File: src/rtl/pcsp_pkg.sv
package pcsp_pkg;
  localparam logic [3:0] OP_JMP  = 4'd0;
  localparam logic [3:0] OP_JCC  = 4'd1;
  localparam logic [3:0] OP_CALL = 4'd2;
  localparam logic [3:0] OP_CCC  = 4'd3;
  localparam logic [3:0] OP_RET  = 4'd4;
  localparam logic [3:0] OP_RCC  = 4'd5;
  localparam logic [3:0] OP_RST  = 4'd6;
  localparam logic [3:0] OP_PCHL = 4'd7;
  localparam logic [3:0] OP_SPHL = 4'd8;

  typedef enum logic [2:0] {
    S_IDLE    = 3'd0,
    S_PUSH_HI = 3'd1,
    S_PUSH_LO = 3'd2,
    S_POP_LO  = 3'd3,
    S_POP_HI  = 3'd4
  } seq_state_e;
endpackage

File: src/rtl/pcsp_rst_sync.sv
module pcsp_rst_sync (
  input  logic clk,
  input  logic rst_ni,
  output logic rst_sync_no
);
  logic [1:0] sync_q;

  always_ff @(posedge clk or negedge rst_ni) begin
    if (!rst_ni) sync_q <= 2'b00;
    else         sync_q <= {sync_q[0], 1'b1};
  end

  assign rst_sync_no = sync_q[1];
endmodule

File: src/rtl/pcsp_cond_eval.sv
module pcsp_cond_eval (
  input  logic [2:0] cond_sel,
  input  logic       fl_cy,
  input  logic       fl_z,
  input  logic       fl_s,
  input  logic       fl_p,
  output logic       cond_true
);
  logic picked;

  always_comb begin
    unique case (cond_sel[2:1])
      2'b00:   picked = fl_z;
      2'b01:   picked = fl_cy;
      2'b10:   picked = fl_p;
      default: picked = fl_s;
    endcase
    cond_true = (picked == cond_sel[0]);
  end
endmodule

File: src/rtl/pcsp_addr_calc.sv
module pcsp_addr_calc #(
  parameter int AW        = 16,
  parameter int VEC_SHIFT = 3
) (
  input  logic [3:0]    op,
  input  logic [AW-1:0] pc_cur,
  input  logic [2:0]    rst_idx,
  output logic [AW-1:0] pc_seq,
  output logic [AW-1:0] rst_vec
);
  import pcsp_pkg::*;

  logic [1:0] ilen;

  always_comb begin
    if (op == OP_JMP || op == OP_JCC || op == OP_CALL || op == OP_CCC) ilen = 2'd3;
    else                                                               ilen = 2'd1;
    pc_seq  = pc_cur + AW'(ilen);
    rst_vec = AW'(rst_idx) << VEC_SHIFT;
  end
endmodule

File: src/rtl/pcsp_seq.sv
module pcsp_seq #(
  parameter int          AW     = 16,
  parameter logic [15:0] PC_RST = 16'h0000,
  parameter logic [15:0] SP_RST = 16'hFFFF
) (
  input  logic            clk,
  input  logic            rst_ni,
  input  logic            start,
  input  logic [3:0]      op,
  input  logic            cond_true,
  input  logic [AW-1:0]   target,
  input  logic [AW-1:0]   hl,
  input  logic [AW-1:0]   pc_seq,
  input  logic [AW-1:0]   rst_vec,
  input  logic [AW/2-1:0] mem_rdata,
  output logic [AW-1:0]   pc,
  output logic [AW-1:0]   sp,
  output logic [AW-1:0]   mem_addr,
  output logic [AW/2-1:0] mem_wdata,
  output logic            mem_we,
  output logic            mem_re,
  output logic            done,
  output logic            busy
);
  import pcsp_pkg::*;

  localparam int DW = AW / 2;
  localparam logic [AW-1:0] ONE = AW'(1);

  seq_state_e    state_q, state_n;
  logic [AW-1:0] pc_q, pc_n, sp_q, sp_n;
  logic [AW-1:0] ret_q, ret_n, dest_q, dest_n;
  logic [DW-1:0] lo_q, lo_n;
  logic          done_q, done_n;
  logic          ld_link, ld_lo;

  always_comb begin
    state_n = state_q;
    pc_n    = pc_q;
    sp_n    = sp_q;
    ret_n   = ret_q;
    dest_n  = dest_q;
    lo_n    = lo_q;
    done_n  = 1'b0;
    ld_link = 1'b0;
    ld_lo   = 1'b0;
    unique case (state_q)
      S_IDLE: begin
        if (start) begin
          unique case (op)
            OP_JMP: begin
              pc_n   = target;
              done_n = 1'b1;
            end
            OP_JCC: begin
              pc_n   = cond_true ? target : pc_seq;
              done_n = 1'b1;
            end
            OP_CALL, OP_CCC: begin
              if (op == OP_CALL || cond_true) begin
                ret_n   = pc_seq;
                dest_n  = target;
                ld_link = 1'b1;
                sp_n    = sp_q - ONE;
                state_n = S_PUSH_HI;
              end else begin
                pc_n   = pc_seq;
                done_n = 1'b1;
              end
            end
            OP_RST: begin
              ret_n   = pc_seq;
              dest_n  = rst_vec;
              ld_link = 1'b1;
              sp_n    = sp_q - ONE;
              state_n = S_PUSH_HI;
            end
            OP_RET, OP_RCC: begin
              if (op == OP_RET || cond_true) begin
                state_n = S_POP_LO;
              end else begin
                pc_n   = pc_seq;
                done_n = 1'b1;
              end
            end
            OP_PCHL: begin
              pc_n   = hl;
              done_n = 1'b1;
            end
            OP_SPHL: begin
              sp_n   = hl;
              pc_n   = pc_seq;
              done_n = 1'b1;
            end
            default: done_n = 1'b1;
          endcase
        end
      end
      S_PUSH_HI: begin
        sp_n    = sp_q - ONE;
        state_n = S_PUSH_LO;
      end
      S_PUSH_LO: begin
        pc_n    = dest_q;
        done_n  = 1'b1;
        state_n = S_IDLE;
      end
      S_POP_LO: begin
        lo_n    = mem_rdata;
        ld_lo   = 1'b1;
        sp_n    = sp_q + ONE;
        state_n = S_POP_HI;
      end
      S_POP_HI: begin
        pc_n    = {mem_rdata, lo_q};
        sp_n    = sp_q + ONE;
        done_n  = 1'b1;
        state_n = S_IDLE;
      end
      default: state_n = S_IDLE;
    endcase
  end

  always_ff @(posedge clk or negedge rst_ni) begin
    if (!rst_ni) begin
      state_q <= S_IDLE;
      pc_q    <= PC_RST[AW-1:0];
      sp_q    <= SP_RST[AW-1:0];
      done_q  <= 1'b0;
    end else begin
      state_q <= state_n;
      pc_q    <= pc_n;
      sp_q    <= sp_n;
      done_q  <= done_n;
    end
  end

  always_ff @(posedge clk or negedge rst_ni) begin
    if (!rst_ni) begin
      ret_q  <= '0;
      dest_q <= '0;
    end else if (ld_link) begin
      ret_q  <= ret_n;
      dest_q <= dest_n;
    end
  end

  always_ff @(posedge clk or negedge rst_ni) begin
    if (!rst_ni)    lo_q <= '0;
    else if (ld_lo) lo_q <= lo_n;
  end

  assign pc        = pc_q;
  assign sp        = sp_q;
  assign mem_addr  = sp_q;
  assign mem_we    = (state_q == S_PUSH_HI) || (state_q == S_PUSH_LO);
  assign mem_re    = (state_q == S_POP_LO) || (state_q == S_POP_HI);
  assign mem_wdata = (state_q == S_PUSH_HI) ? ret_q[AW-1:DW] : ret_q[DW-1:0];
  assign done      = done_q;
  assign busy      = (state_q != S_IDLE);

  // second push byte goes one below the first
  assert_push_dec_R4: assert property (@(posedge clk) disable iff (!rst_ni)
    (state_q == S_PUSH_LO) |-> (sp_q == $past(sp_q) - ONE));

  // each pop read advances SP by one
  assert_pop_inc_R5: assert property (@(posedge clk) disable iff (!rst_ni)
    (state_q == S_POP_HI) |=> ((sp_q == $past(sp_q) + ONE) && done_q));

  // a false conditional call/return touches neither memory nor SP
  assert_skip_nostack_R6: assert property (@(posedge clk) disable iff (!rst_ni)
    ((state_q == S_IDLE) && start && ((op == OP_CCC) || (op == OP_RCC)) && !cond_true)
      |=> ((sp_q == $past(sp_q)) && !mem_we && !mem_re && done_q));

  // PC is held during the early transfer cycles regardless of start
  assert_busy_hold_R9: assert property (@(posedge clk) disable iff (!rst_ni)
    ((state_q == S_PUSH_HI) || (state_q == S_POP_LO)) |=> $stable(pc_q));
endmodule

File: src/rtl/pcsp_branch_unit.sv
module pcsp_branch_unit #(
  parameter int          AW        = 16,
  parameter int          VEC_SHIFT = 3,
  parameter logic [15:0] PC_RST    = 16'h0000,
  parameter logic [15:0] SP_RST    = 16'hFFFF
) (
  input  logic          clk,
  input  logic          rst_n,
  input  logic          start,
  input  logic [3:0]    op,
  input  logic [2:0]    cond,
  input  logic          flag_cy,
  input  logic          flag_z,
  input  logic          flag_s,
  input  logic          flag_p,
  input  logic [15:0]   target,
  input  logic [15:0]   hl,
  input  logic [2:0]    rst_idx,
  input  logic [7:0]    mem_rdata,
  output logic [15:0]   pc,
  output logic [15:0]   sp,
  output logic [15:0]   mem_addr,
  output logic [7:0]    mem_wdata,
  output logic          mem_we,
  output logic          mem_re,
  output logic          done,
  output logic          busy
);
  logic          rst_sync_n;
  logic          cond_true;
  logic [AW-1:0] pc_seq, rst_vec;

  pcsp_rst_sync u_rst (
    .clk         (clk),
    .rst_ni      (rst_n),
    .rst_sync_no (rst_sync_n)
  );

  pcsp_cond_eval u_cond (
    .cond_sel  (cond),
    .fl_cy     (flag_cy),
    .fl_z      (flag_z),
    .fl_s      (flag_s),
    .fl_p      (flag_p),
    .cond_true (cond_true)
  );

  pcsp_addr_calc #(.AW(AW), .VEC_SHIFT(VEC_SHIFT)) u_addr (
    .op      (op),
    .pc_cur  (pc),
    .rst_idx (rst_idx),
    .pc_seq  (pc_seq),
    .rst_vec (rst_vec)
  );

  pcsp_seq #(.AW(AW), .PC_RST(PC_RST), .SP_RST(SP_RST)) u_seq (
    .clk       (clk),
    .rst_ni    (rst_sync_n),
    .start     (start),
    .op        (op),
    .cond_true (cond_true),
    .target    (target),
    .hl        (hl),
    .pc_seq    (pc_seq),
    .rst_vec   (rst_vec),
    .mem_rdata (mem_rdata),
    .pc        (pc),
    .sp        (sp),
    .mem_addr  (mem_addr),
    .mem_wdata (mem_wdata),
    .mem_we    (mem_we),
    .mem_re    (mem_re),
    .done      (done),
    .busy      (busy)
  );
endmodule

File: config.mk
export PLATFORM = sky130hd
export DESIGN_NAME = pcsp_branch_unit
export DESIGN_NICKNAME = d
export VERILOG_FILES = /design/src/rtl/pcsp_pkg.sv /design/src/rtl/pcsp_rst_sync.sv /design/src/rtl/pcsp_cond_eval.sv /design/src/rtl/pcsp_addr_calc.sv /design/src/rtl/pcsp_seq.sv /design/src/rtl/pcsp_branch_unit.sv
export SDC_FILE = /design/constraint.sdc
export NUM_CORES = 1
export LEC_CHECK = 0
export BUFFER_PORTS_ARGS = -buffer_cell sky130_fd_sc_hd__buf_2
export CORE_MARGIN = 1.5
export CORE_UTILIZATION = 40
export CTS_BUF_LIST = sky130_fd_sc_hd__clkbuf_4 sky130_fd_sc_hd__clkbuf_8 sky130_fd_sc_hd__clkbuf_16
export DETAILED_ROUTE_END_ITERATION = 12
export PLACE_DENSITY = 0.6
export SETUP_SLACK_MARGIN = 0.05
export SLEW_MARGIN = 20
export SYNTH_ARGS = -nofsm -noshare
export SYNTH_HDL_FRONTEND = slang
export SYNTH_SLANG_ARGS = --single-unit
File: constraint.sdc
create_clock -name clk -period 3.6 [get_ports clk]
set_clock_uncertainty 0.05 [all_clocks]
set_input_delay 0.54 -clock clk [delete_from_list [all_inputs] [get_ports clk]]
set_output_delay 0.54 -clock clk [all_outputs]
set_load 0.02 [all_outputs]
==> reports/summary.txt, run 1 <==
I/O pin count - 117
Worst setup SP type - flop
EDFF count, synth - 0
Routed WL per cell - 19.29 um
Die Y - 121.4 um
Die width - 121.4 um
Vias in the first global route - 4912
Fin crit share - 92.18%
Fmax - 301.3 MHz
Largest net degree at the start of global routing - 77
Post-Route Setup TNS - 0 ps
Post-synthesis register bit count - 78
Clock Latency Late Sink - 340 ps
Drt pass-1 iters - 5
Reg-to-reg critical path startpoint - u_seq.state_q[2]
Grt total ovfl - 0
Slew Limit Fails - 0
CTS Buf Count - 9
Layout Nets - 797
Mapped Cells - 657
CP peak stage delay - 760 ps
Post-layout min period - 3319 ps
DRC violations left - 0
Post-place setup slack - 591.0 ps
Clock-pin slew on the worst setup and hold paths - 60 ps
Clk sinks - 78
Mapped Area - 5603 sq um
Setup CP Type - flop to output port
Rel. slew slack - 39.40%
Hold Crit Class - flop to asynchronous set/reset pin
Syn_nets - 718
Number of antenna violations at the first check in global routing - 0
Crit path max fanout - 12
Maxcap violations - 0
PortBufs - 116
Initial Util - 40.68%
Fin. Hold Viols - 0
TritonCTS clock tree - yes
Routed vias/inst - 5.881
CP Capture Type - output port
Root Driver - clkbuf_16
VDD IR max - 0.2325 mV
DP HPWL - 13100 um
Pwr Density - 664.1 nW/um^2
ANT nets after route - 0
Ys flop type - dfrtp_1
Global Route Usage Sum - 24.17%
Yosys warning count - 0
Final WS setup - 281.4 ps
Status - completed
CP Cell Sequence - and3b_1, nor2_1, inv_1, buf_2
Crit path required time - 3010 ps
First-pass GRT wire length - 27550 um
Worst hold slack - 251.9 ps
Leakage - 2.806 nW
Die area - 14730 sq um
Avg Cell Area, Syn - 8.528 sq um
# rows - 43
Source of the critical timing path - u_seq.state_q[2]
Fraction of the yosys area taken by sequential cells - 35.19%
Core area - 13770 sq um
Crit path DAT - 2730 ps
H-Tree Depth - 3
Asr flop ratio synth - 100.0%
Fraction of layout cells with a size suffix above 1 - 28.61%
GPL Wtd Cong - 0.9468
Cell variety after synth - 80
DR vias - 5416
Synth-to-Final Area Change - 15.30%
Final wirelength - 17760 um
Pwr Total - 4.290 mW
Worst Tran Pin Value - 905.7 ps
Longest Clk Path Bufs - 2
Final setup viols - 0
RSZ-0062 raised after global routing - no
Ant. Diodes - 0
DR iter-0 viols - 563
Crit-path slowest cell - nor2_1
## layout make-up
class | count | area (sq um)
clock inverter | 3 | 21.27
sequential | 78 | 1976
tap | 180 | 225.2
fill | 1365 | 7313
inverter | 29 | 108.9
multi-input combinational | 486 | 3144
timing repair buffer | 132 | 723.2
clock buffer | 13 | 261.5
## metrics by stage
| stage | std cells | area (sq um) | util [%] |
|---|---|---|---|
| after detailed placement | 903 | 6140 | 44.58 |
| after floorplan | 657 | 5603 | - |
| after global routing | 921 | 6460 | 46.90 |
| after CTS | 920 | 6432 | 46.70 |
| after global placement | 903 | 6140 | 44.58 |
| final | 921 | 6460 | 46.90 |
## cell usage after synthesis (3+ instances only)
library cell | n | area (sq um)
a21oi_1 | 35 | 175.2
a221oi_1 | 14 | 122.6
a22oi_1 | 20 | 150.1
a2bb2oi_1 | 3 | 26.28
a311oi_1 | 4 | 35.03
a31oi_1 | 7 | 43.79
and3_1 | 4 | 25.02
buf_2 | 18 | 90.09
buf_4 | 20 | 150.1
buf_6 | 7 | 78.83
clkbuf_1 | 18 | 67.56
dfrtp_1 | 62 | 1551
dfstp_2 | 16 | 420.4
ha_1 | 3 | 37.54
inv_1 | 29 | 108.9
mux2_2 | 24 | 270.3
mux2i_1 | 5 | 50.05
mux2i_2 | 3 | 41.29
nand2_1 | 65 | 244.0
nand2b_1 | 6 | 37.54
nand3_1 | 16 | 80.08
nand3b_1 | 3 | 22.52
nand4_1 | 5 | 31.28
nor2_1 | 62 | 232.7
nor2b_1 | 9 | 56.30
nor3_1 | 8 | 40.04
nor4_1 | 5 | 31.28
o21a_1 | 4 | 30.03
o21ai_0 | 47 | 235.2
o21ai_1 | 27 | 135.1
o21ai_2 | 3 | 26.28
o21bai_1 | 4 | 30.03
o22ai_1 | 7 | 43.79
o31ai_1 | 3 | 22.52
o32ai_1 | 4 | 35.03
or3_1 | 9 | 56.30
xnor2_1 | 20 | 175.2
xor2_1 | 6 | 52.55
## final timing paths
path / endpoint / slack (ps) / cells past startpoint
max reg2reg: u_seq.mem_addr[13] / 650 / 8
max: mem_re / 280 / 4
max in group asynchronous: u_seq.mem_addr[12] / 2590 / 1
min: u_seq.dest_q[2] / 250 / 0
min reg2reg: u_seq.dest_q[2] / 250 / 0
min in group clk: u_rst.sync_q[1] / 300 / 0
## what timing repair did
action	4_1_cts	5_1_grt
hold buffers	1	0
resized for setup	0	0
buffers inserted	0	0
hold endpoints to repair	2	0
## where the power goes
group	internal, mW	switching [mW]
combinational	0.701	1.06
sequential	1.25	0.391
clock	0.510	0.375
total	2.46	1.83
## cell families after synthesis
kind of cell | Yosys count | synth area share, %
adder cells (fa/ha/maj) | 4 | 1.027
multiplexers | 33 | 6.856
AND/OR/NAND/NOR | 212 | 18.80
XOR/XNOR | 26 | 4.064
buffers and inverters | 93 | 8.910
AO/OA/AOI/OAI | 210 | 25.08
flip-flops | 78 | 35.19
other | 1 | 0.06693
## placed cells by master, fill, tap and decap left out, types with 14 or more instances in the layout
master and n:
xnor2_1 20, inv_1 29, buf_2 116, nand3_1 16, o21ai_1 27, buf_4 14
o21ai_0 47, a22oi_1 20, a221oi_1 14, a21oi_1 35, nor2_1 62, dfrtp_1 61
mux2_2 24, nand2_1 65, dfstp_2 16
## metal layers
layer | global-route usage, % | vias to the layer above | wire length [um]
met3 | 4.699 | 45 | 1337
met5 | 0 | - | 0
met4 | 9.338 | 0 | 609
li1 | - | 2518 | -
met1 | 35.10 | 2587 | 8143
met2 | 35.24 | 266 | 7673
## critical path: cells and delay by family, from the launching register on
| kind | cells | cell delay, ps |
|---|---|---|
| buffers and inverters | 2 | 700 |
| flip-flops | 1 | 540 |
| AND/OR/NAND/NOR | 2 | 1140 |
## registers in the layout, summed over array words and instances, names as in the netlist
register        cells
u_seq.dest_q       16
u_seq.mem_addr     16
u_seq.pc           16
u_seq.ret_q        16
u_seq.lo_q          8
u_seq.state_q       3
u_rst.sync_q        2
u_seq.done          1
No activity file was read; power rests on OpenSTA's default activity.
==> inputs of run 2 (changes only) <==
--- a/config.mk
+++ b/config.mk
@@ -5,12 +5,12 @@
 export SDC_FILE = /design/constraint.sdc
 export NUM_CORES = 1
 export LEC_CHECK = 0
-export BUFFER_PORTS_ARGS = -buffer_cell sky130_fd_sc_hd__buf_2
 export CORE_MARGIN = 1.5
 export CORE_UTILIZATION = 40
 export CTS_BUF_LIST = sky130_fd_sc_hd__clkbuf_4 sky130_fd_sc_hd__clkbuf_8 sky130_fd_sc_hd__clkbuf_16
 export DETAILED_ROUTE_END_ITERATION = 12
-export PLACE_DENSITY = 0.6
+export DONT_BUFFER_PORTS = 1
+export PLACE_DENSITY = 0.53
 export SETUP_SLACK_MARGIN = 0.05
 export SLEW_MARGIN = 20
 export SYNTH_ARGS = -nofsm -noshare
==> run 2 against run 1 <==
  * Sequential share of layout area increased by 2.9 points
  * Design area decreased by 8.5%
  * Non-clock buffer count decreased by 116
  * Die area unchanged
  * Combinational power decreased by 34%
  * Sequential power increased by 19%
  * Register-to-register slack improved by 140 ps
  * Utilization decreased by 4.0 points
==> reports/summary.txt, run 2 (same netlist as run 1, synthesis figures left out) <==
DRC violations left - 0 (unchanged)
PortBufs - 0 (was 116)
First-pass GRT wire length - 27000 um (was 27550 um)
Worst setup SP type - flop (unchanged)
WP buf/inv - 3 (was 2)
Fmax - 330.5 MHz (was 301.3 MHz)
Crit-path most repeated cell - buf_4
Routed WL per cell - 21.32 um (was 19.29 um)
GPL Wtd Cong - 0.8799 (was 0.9468)
Setup CP Type - flop to output port (unchanged)
CTS Hold Bufs - 1 (unchanged)
Final WS setup - 574.3 ps (was 281.4 ps)
Leakage - 2.325 nW (was 2.806 nW)
CTS Buf Count - 9 (unchanged)
Slew Limit Fails - 0 (unchanged)
Family with the most delay on the worst path - buffers and inverters (was simple AND/OR/NAND/NOR gates)
Placed Area - 5562 sq um (was 6140 sq um)
Die Y - 121.4 um (unchanged)
CP Cell Sequence - buf_4, nor3b_1, nor2_1, buf_4, inv_1 (was and3b_1, nor2_1, inv_1, buf_2)
Crit path required time - 3010 ps (about the same)
# rows - 43 (unchanged)
Cts repair resizes - 0 (unchanged)
Die area - 14730 sq um (unchanged)
I/O pin count - 117 (unchanged)
Global Route Usage Sum - 24.16% (was 24.17%)
VDD IR max - 0.2593 mV (was 0.2325 mV)
Maxcap violations - 0 (unchanged)
Routed vias/inst - 6.034 (was 5.881)
DP HPWL - 12790 um (was 13100 um)
Filler cell count - 1404 (was 1365)
Initial Util - 40.68% (unchanged)
Most common cell after layout, fill and taps aside - nand2_1 (was buf_2)
Synth-to-Final Area Change - 5.449% (was 15.30%)
Longest Clk Path Bufs - 2 (unchanged)
Drt pass-1 iters - 5 (unchanged)
Fin. Hold Viols - 0 (unchanged)
ANT nets after route - 0 (unchanged)
Final setup viols - 0 (unchanged)
DR iter-0 viols - 472 (was 563)
Clock-pin slew on the worst setup and hold paths - 70 ps (was 60 ps)
Vias in the first global route - 4610 (was 4912)
Hold Crit Class - flop to asynchronous set/reset pin (unchanged)
Grt total ovfl - 0 (unchanged)
Largest net degree at the start of global routing - 77 (unchanged)
Fraction of layout cells with a size suffix above 1 - 15.52% (was 28.61%)
Die width - 121.4 um (unchanged)
H-Tree Depth - 3 (unchanged)
Worst Tran Pin Value - 755.5 ps (was 905.7 ps)
Post-place setup slack - 802.2 ps (was 591.0 ps)
DR vias - 4857 (was 5416)
Pwr Density - 690.6 nW/um^2 (was 664.1 nW/um^2)
CP peak stage delay - 650 ps (was 760 ps)
Pwr Total - 4.080 mW (was 4.290 mW)
Layout Nets - 681 (was 797)
Crit path max fanout - 30 (was 12)
Fin crit share - 84.05% (was 92.18%)
Rel. slew slack - 49.52% (was 39.40%)
Number of antenna violations at the first check in global routing - 0 (unchanged)
CP Capture Type - output port (unchanged)
Most frequent cells in the layout - nand2_1 (64), nor2_1 (62), dfrtp_1 (61) (was buf_2 (116), nand2_1 (65), nor2_1 (62))
Status - completed (unchanged)
# Post-CTS Setup Buffers - 0 (unchanged)
Root Driver - clkbuf_16 (unchanged)
Core area - 13770 sq um (unchanged)
Ant. Diodes - 0 (unchanged)
Final instance area - 5908 sq um (was 6460 sq um)
Crit-path slowest cell - nor3b_1 (was nor2_1)
Post-Route Setup TNS - 0 ps (unchanged)
Final wirelength - 17160 um (was 17760 um)
Post-layout min period - 3026 ps (was 3319 ps)
Crit path DAT - 2440 ps (was 2730 ps)
Clk sinks - 78 (unchanged)
RSZ-0062 raised after global routing - no (unchanged)
TritonCTS clock tree - yes (unchanged)
Clock Latency Late Sink - 350 ps (was 340 ps)
[run 2: changes by cell type in the layout (fill, tap and decap cells not counted)]
cell       change
bufinv_16      +1
clkbuf_4       -1
nand2_2        +1
inv_6          +1
nand2_1        -1
clkinv_2       -1
buf_2        -116
[run 2: worst paths after layout]
check	start	end	slack, ps	depth (start not counted)
max	u_seq.state_q[0]	mem_re	570	5
max in group asynchronous	u_rst.sync_q[1]	u_seq.mem_addr[12]	2630	1
min	u_rst.sync_q[1]	u_seq.pc[10]	220	0
min reg2reg	u_rst.sync_q[1]	u_seq.pc[10]	220	0
max reg2reg	u_seq.pc[0]	u_seq.pc[12]	790	8
min in group clk	op[0]	u_seq.state_q[0]	250	1
[run 2: final cells by class]
cell class | instances | area [sq um] | share of cell area [%]
clock buffer | 12 | 254.0 | 4.299
clock inverter | 4 | 55.05 | 0.9318
inverter | 29 | 108.9 | 1.842
multi-input combinational | 486 | 3147 | 53.26
sequential | 78 | 1976 | 33.44
tap | 180 | 225.2 | 3.812
timing repair buffer | 16 | 142.6 | 2.414
[run 2: routing by layer]
layer  GRT usage [%]  share of wire [%]  vias to the layer above
met5               0                  0                        -
met4           7.500                2.3                        0
met3           7.378                8.4                       26
met2           33.58                 43                      182
met1           35.48                 46                     2365
li1                -                  -                     2284
[run 2: per-stage QoR]
stage | hold slack [ps] | std cells | utilization [%]
final | 219.7 | 805 | 42.90
after global routing | 258.5 | 805 | 42.90
after CTS | 244.8 | 804 | 42.70
after detailed placement | 194.5 | 787 | 40.38
after global placement | 194.5 | 787 | 40.38
after floorplan | 194.4 | 657 | -
[run 2: power breakdown]
group          leakage (nW)  internal, mW  switching (mW)  total [mW]
clock network         0.150         0.576           0.392       0.968
registers             0.943          1.25           0.697        1.95
logic                  1.23         0.507           0.657        1.16
total                  2.32          2.33            1.75        4.08
==> inputs of run 3 (changes only) <==
--- a/config.mk
+++ b/config.mk
@@ -5,6 +5,7 @@
 export SDC_FILE = /design/constraint.sdc
 export NUM_CORES = 1
 export LEC_CHECK = 0
+export ABC_AREA = 1
 export CORE_MARGIN = 1.5
 export CORE_UTILIZATION = 40
 export CTS_BUF_LIST = sky130_fd_sc_hd__clkbuf_4 sky130_fd_sc_hd__clkbuf_8 sky130_fd_sc_hd__clkbuf_16
==> constraint.sdc (replaced) <==
create_clock -name clk -period 2.8 [get_ports clk]
set_clock_uncertainty 0.05 [all_clocks]
set_input_delay 0.42 -clock clk [delete_from_list [all_inputs] [get_ports clk]]
set_output_delay 0.42 -clock clk [all_outputs]
set_load 0.02 [all_outputs]
==> run 3 against run 2 <==
  * Design area up 4.4%
  * Worst hold slack lost 38 ps
  * Sequential power is 36% higher
  * Highest routed layer unchanged
  * Flip-flop and latch count stayed put
  * Worst setup slack got worse by 130 ps
==> reports/summary.txt, run 3 <==
Status - completed (unchanged)
Top-count cell post-synth - nand2_1 (unchanged)
Leakage - 3.208 nW (was 2.325 nW)
Most frequent cells in the layout - nand2_1 (323), inv_1 (100), nor2_1 (91) (was nand2_1 (64), nor2_1 (62), dfrtp_1 (61))
Asr flop ratio synth - 100.0% (unchanged)
Post-Route Setup TNS - 0 ps (unchanged)
Routed WL per cell - 17.33 um (was 21.32 um)
CP Cell Sequence - inv_1, fa_1, nor2_1, nand2_1, nand2_1, nand2_1, o21ai_0, nor2_1, nand2_1, nand2_1, a21boi_1 (was buf_4, nor3b_1, nor2_1, buf_4, inv_1)
Longest Clk Path Bufs - 2 (unchanged)
Cell variety after synth - 38 (was 80)
Rel. slew slack - 33.35% (was 49.52%)
Crit path DAT - 2570 ps (was 2440 ps)
Pwr Total - 6.941 mW (was 4.080 mW)
Grt total ovfl - 0 (unchanged)
Routed vias/inst - 5.256 (was 6.034)
Initial Util - 41.18% (was 40.68%)
Post-synthesis register bit count - 78 (unchanged)
Crit path required time - 3010 ps (about the same)
Number of antenna violations at the first check in global routing - 0 (unchanged)
Setup CP Type - flop to flop (was flop to output port)
Synth-to-Final Area Change - 7.523% (was 5.449%)
Clock power share - 18.1% (was 23.7%)
Final setup viols - 0 (unchanged)
CTS Buf Count - 9 (unchanged)
Die Y - 122.8 um (was 121.4 um)
Fmax - 424.3 MHz
H-Tree Depth - 3 (unchanged)
Multi-input gate area - 3105 sq um (was 3147 sq um)
NetSw - 3.455 mW (was 1.746 mW)
RSZ-0062 raised after global routing - no (unchanged)
WHS Endpoint - u_seq.dest_q[14]
GPL Wtd Cong - 0.8560 (was 0.8799)
Fin crit share - 84.17%
Yosys warning count - 0 (unchanged)
Fraction of layout cells with a size suffix above 1 - 8.063% (was 15.52%)
Fraction of the yosys area taken by sequential cells - 34.37% (was 35.19%)
Final wirelength - 18600 um (was 17160 um)
Mapped Cells - 903 (was 657)
Int Pwr - 3.486 mW (was 2.334 mW)
Crit path max fanout - 3 (was 30)
Worst Tran Pin Value - 999.7 ps (was 755.5 ps)
Post-Layout Cell Count - 1073 (was 805)
Top cell type by total area after synthesis - dfrtp_1 (unchanged)
DRC violations left - 0 (unchanged)
Hold Crit Class - primary input to flop (was flop to asynchronous set/reset pin)
Ys flop type - dfrtp_1 (unchanged)
Layout Nets - 949 (was 681)
Syn_nets - 964 (was 718)
Post-layout min period - 2357 ps
Reg-to-reg critical path startpoint - u_seq.pc[1] (was u_seq.pc[0])
DP HPWL - 14080 um (was 12790 um)
Post-place setup slack - 344.8 ps (was 802.2 ps)
Drt pass-1 iters - 5 (unchanged)
DR vias - 5640 (was 4857)
Fin. Hold Viols - 0 (unchanged)
VDD IR max - 0.3216 mV (was 0.2593 mV)
Vias in the first global route - 5239 (was 4610)
PortBufs - 0 (unchanged)
Avg Cell Area, Syn - 6.354 sq um (was 8.528 sq um)
Worst setup SP type - flop (unchanged)
R2R Setup Slk - 440 ps (was 790 ps)
Inst Count DP - 1056 (was 787)
Most common cell after layout, fill and taps aside - nand2_1 (unchanged)
# Post-CTS Setup Buffers - 0 (unchanged)
Crit-path most repeated cell - nand2_1 (was buf_4)
Most frequent cells after synthesis - nand2_1 (323), inv_1 (100), nor2_1 (91), o21ai_0 (80), nand3_1 (72) (was nand2_1 (65), dfrtp_1 (62), nor2_1 (62), o21ai_0 (47), a21oi_1 (35))
Largest net degree at the start of global routing - 72 (was 77)
DR iter-0 viols - 395 (was 472)
I/O pin count - 117 (unchanged)
Clock Latency Late Sink - 340 ps (was 350 ps)
CP peak stage delay - 510 ps (was 650 ps)
Clock-pin slew on the worst setup and hold paths - 60 ps (was 70 ps)
CP Capture Type - flop (was output port)
TritonCTS clock tree - yes (unchanged)
Hold Path Cell Cnt - 2
Switching share of power - 49.78% (was 42.79%)
Seq pwr share - 38.3% (was 47.7%)
Ant. Diodes - 0 (unchanged)
Mapped Area - 5738 sq um (was 5603 sq um)
Global Route Usage Sum - 25.57% (was 24.16%)
EDFF count, synth - 0 (unchanged)
Maxcap violations - 0 (unchanged)
Pwr Density - 1125 nW/um^2 (was 690.6 nW/um^2)
First-pass GRT wire length - 29060 um (was 27000 um)
Die area - 15070 sq um (was 14730 sq um)
Die width - 122.8 um (was 121.4 um)
Reg2Reg Depth - 11 (was 8)
Filler cell count - 1526 (was 1404)
Hold path start - target[14]
Family with the most delay on the worst path - simple AND/OR/NAND/NOR gates (was buffers and inverters)
Combinational fraction of design power - 43.6% (was 28.5%)
Final WS setup - 443.2 ps (was 574.3 ps)
ANT nets after route - 0 (unchanged)
Slew Limit Fails - 0 (unchanged)
Clk sinks - 78 (unchanged)
Synth area leaders - dfrtp_1 (27%), nand2_1 (21%), dfstp_2 (7.3%) (was dfrtp_1 (28%), dfstp_2 (7.5%), mux2_2 (4.8%))
Root Driver - clkbuf_16 (unchanged)
WP buf/inv - 1 (was 3)
Core area - 13930 sq um (was 13770 sq um)
Share of the synthesized area in the top cell type - 27.04% (was 27.69%)
Reg2Reg Capture Point - u_seq.pc[6] (was u_seq.pc[12])
# rows - 43 (unchanged)
Register area - 1976 sq um (unchanged)
Crit-path slowest cell - dfrtp_1 (was nor3b_1)
==> run 3: worst max-delay path by stage <==
stage	from	to	slack (ps)	cells past startpoint
CTS	u_seq.pc[1]	u_seq.pc[6]	460	11
global route	u_seq.pc[0]	u_seq.pc[6]	300	12
finish	u_seq.pc[1]	u_seq.pc[6]	440	11
detailed placement	cond[1]	u_seq.dest_q[6]	340	11
global placement	op[2]	u_seq.pc[6]	380	12
floorplan	u_rst.sync_q[1]	u_seq.dest_q[0]	440	0
==> run 3: cell families after synthesis <==
logic type      after synthesis  share of synthesized area [%]
simple gates                512                          36.94
compound gates              137                          13.37
fa+ha+maj                     4                          1.003
buf+inv                     153                          11.51
flops                        78                          34.37
other cells                   1                        0.06535
xor+xnor                     18                          2.747
==> run 3: power groups by stage <==
stage,logic [mW],registers [mW],clock network (mW)
CTS,3.03,2.66,1.28
global placement,2.98,2.66,0
finish,3.03,2.66,1.26
detailed placement,3.01,2.67,0
global route,3.42,2.73,1.34
floorplan,2.56,2.35,0
==> run 3: cell type report <==
cell class / instances / area share, %
Clock buffer: 13 / 4.441
Inverter: 109 / 6.632
Multi-Input combinational cell: 672 / 50.33
Timing Repair Buffer: 18 / 2.231
Clock inverter: 3 / 0.6895
Tap cell: 180 / 3.650
Sequential cell: 78 / 32.02
==> run 3: stage by stage <==
| stage | area [sq um] | hold slack, ps | utilization (%) |
|---|---|---|---|
| global route | 6170 | 198.4 | 44.28 |
| finish | 6170 | 181.4 | 44.28 |
| global placement | 5843 | 74.47 | 41.93 |
| floorplan | 5738 | 74.41 | - |
| CTS | 6170 | 172.8 | 44.28 |
| detailed placement | 5843 | 74.47 | 41.93 |
==> run 3: repair_timing <==
item | 4_1_cts | 5_1_grt
endpoints found under the hold margin | 2 | 0
setup endpoints to repair | 0 | 0
hold buffers | 1 | 0
resized for setup | 0 | 0
==> run 3: metal layers <==
| layer | GRT usage (%) | routed length (um) | vias up |
|---|---|---|---|
| met5 | 0 | 0 | - |
| met4 | 9.230 | 429 | 0 |
| met3 | 4.879 | 1163 | 29 |
| met2 | 43.30 | 9080 | 184 |
| met1 | 32.35 | 7922 | 2619 |
| li1 | - | - | 2808 |
==> run 3: worst reg2reg max path: cells and delay by family (launching register included) <==
kind            cells  cell delay [ps]
compound gates      2              310
fa+ha+maj           1              460
buf+inv             1              130
flops               1              510
simple gates        7              830
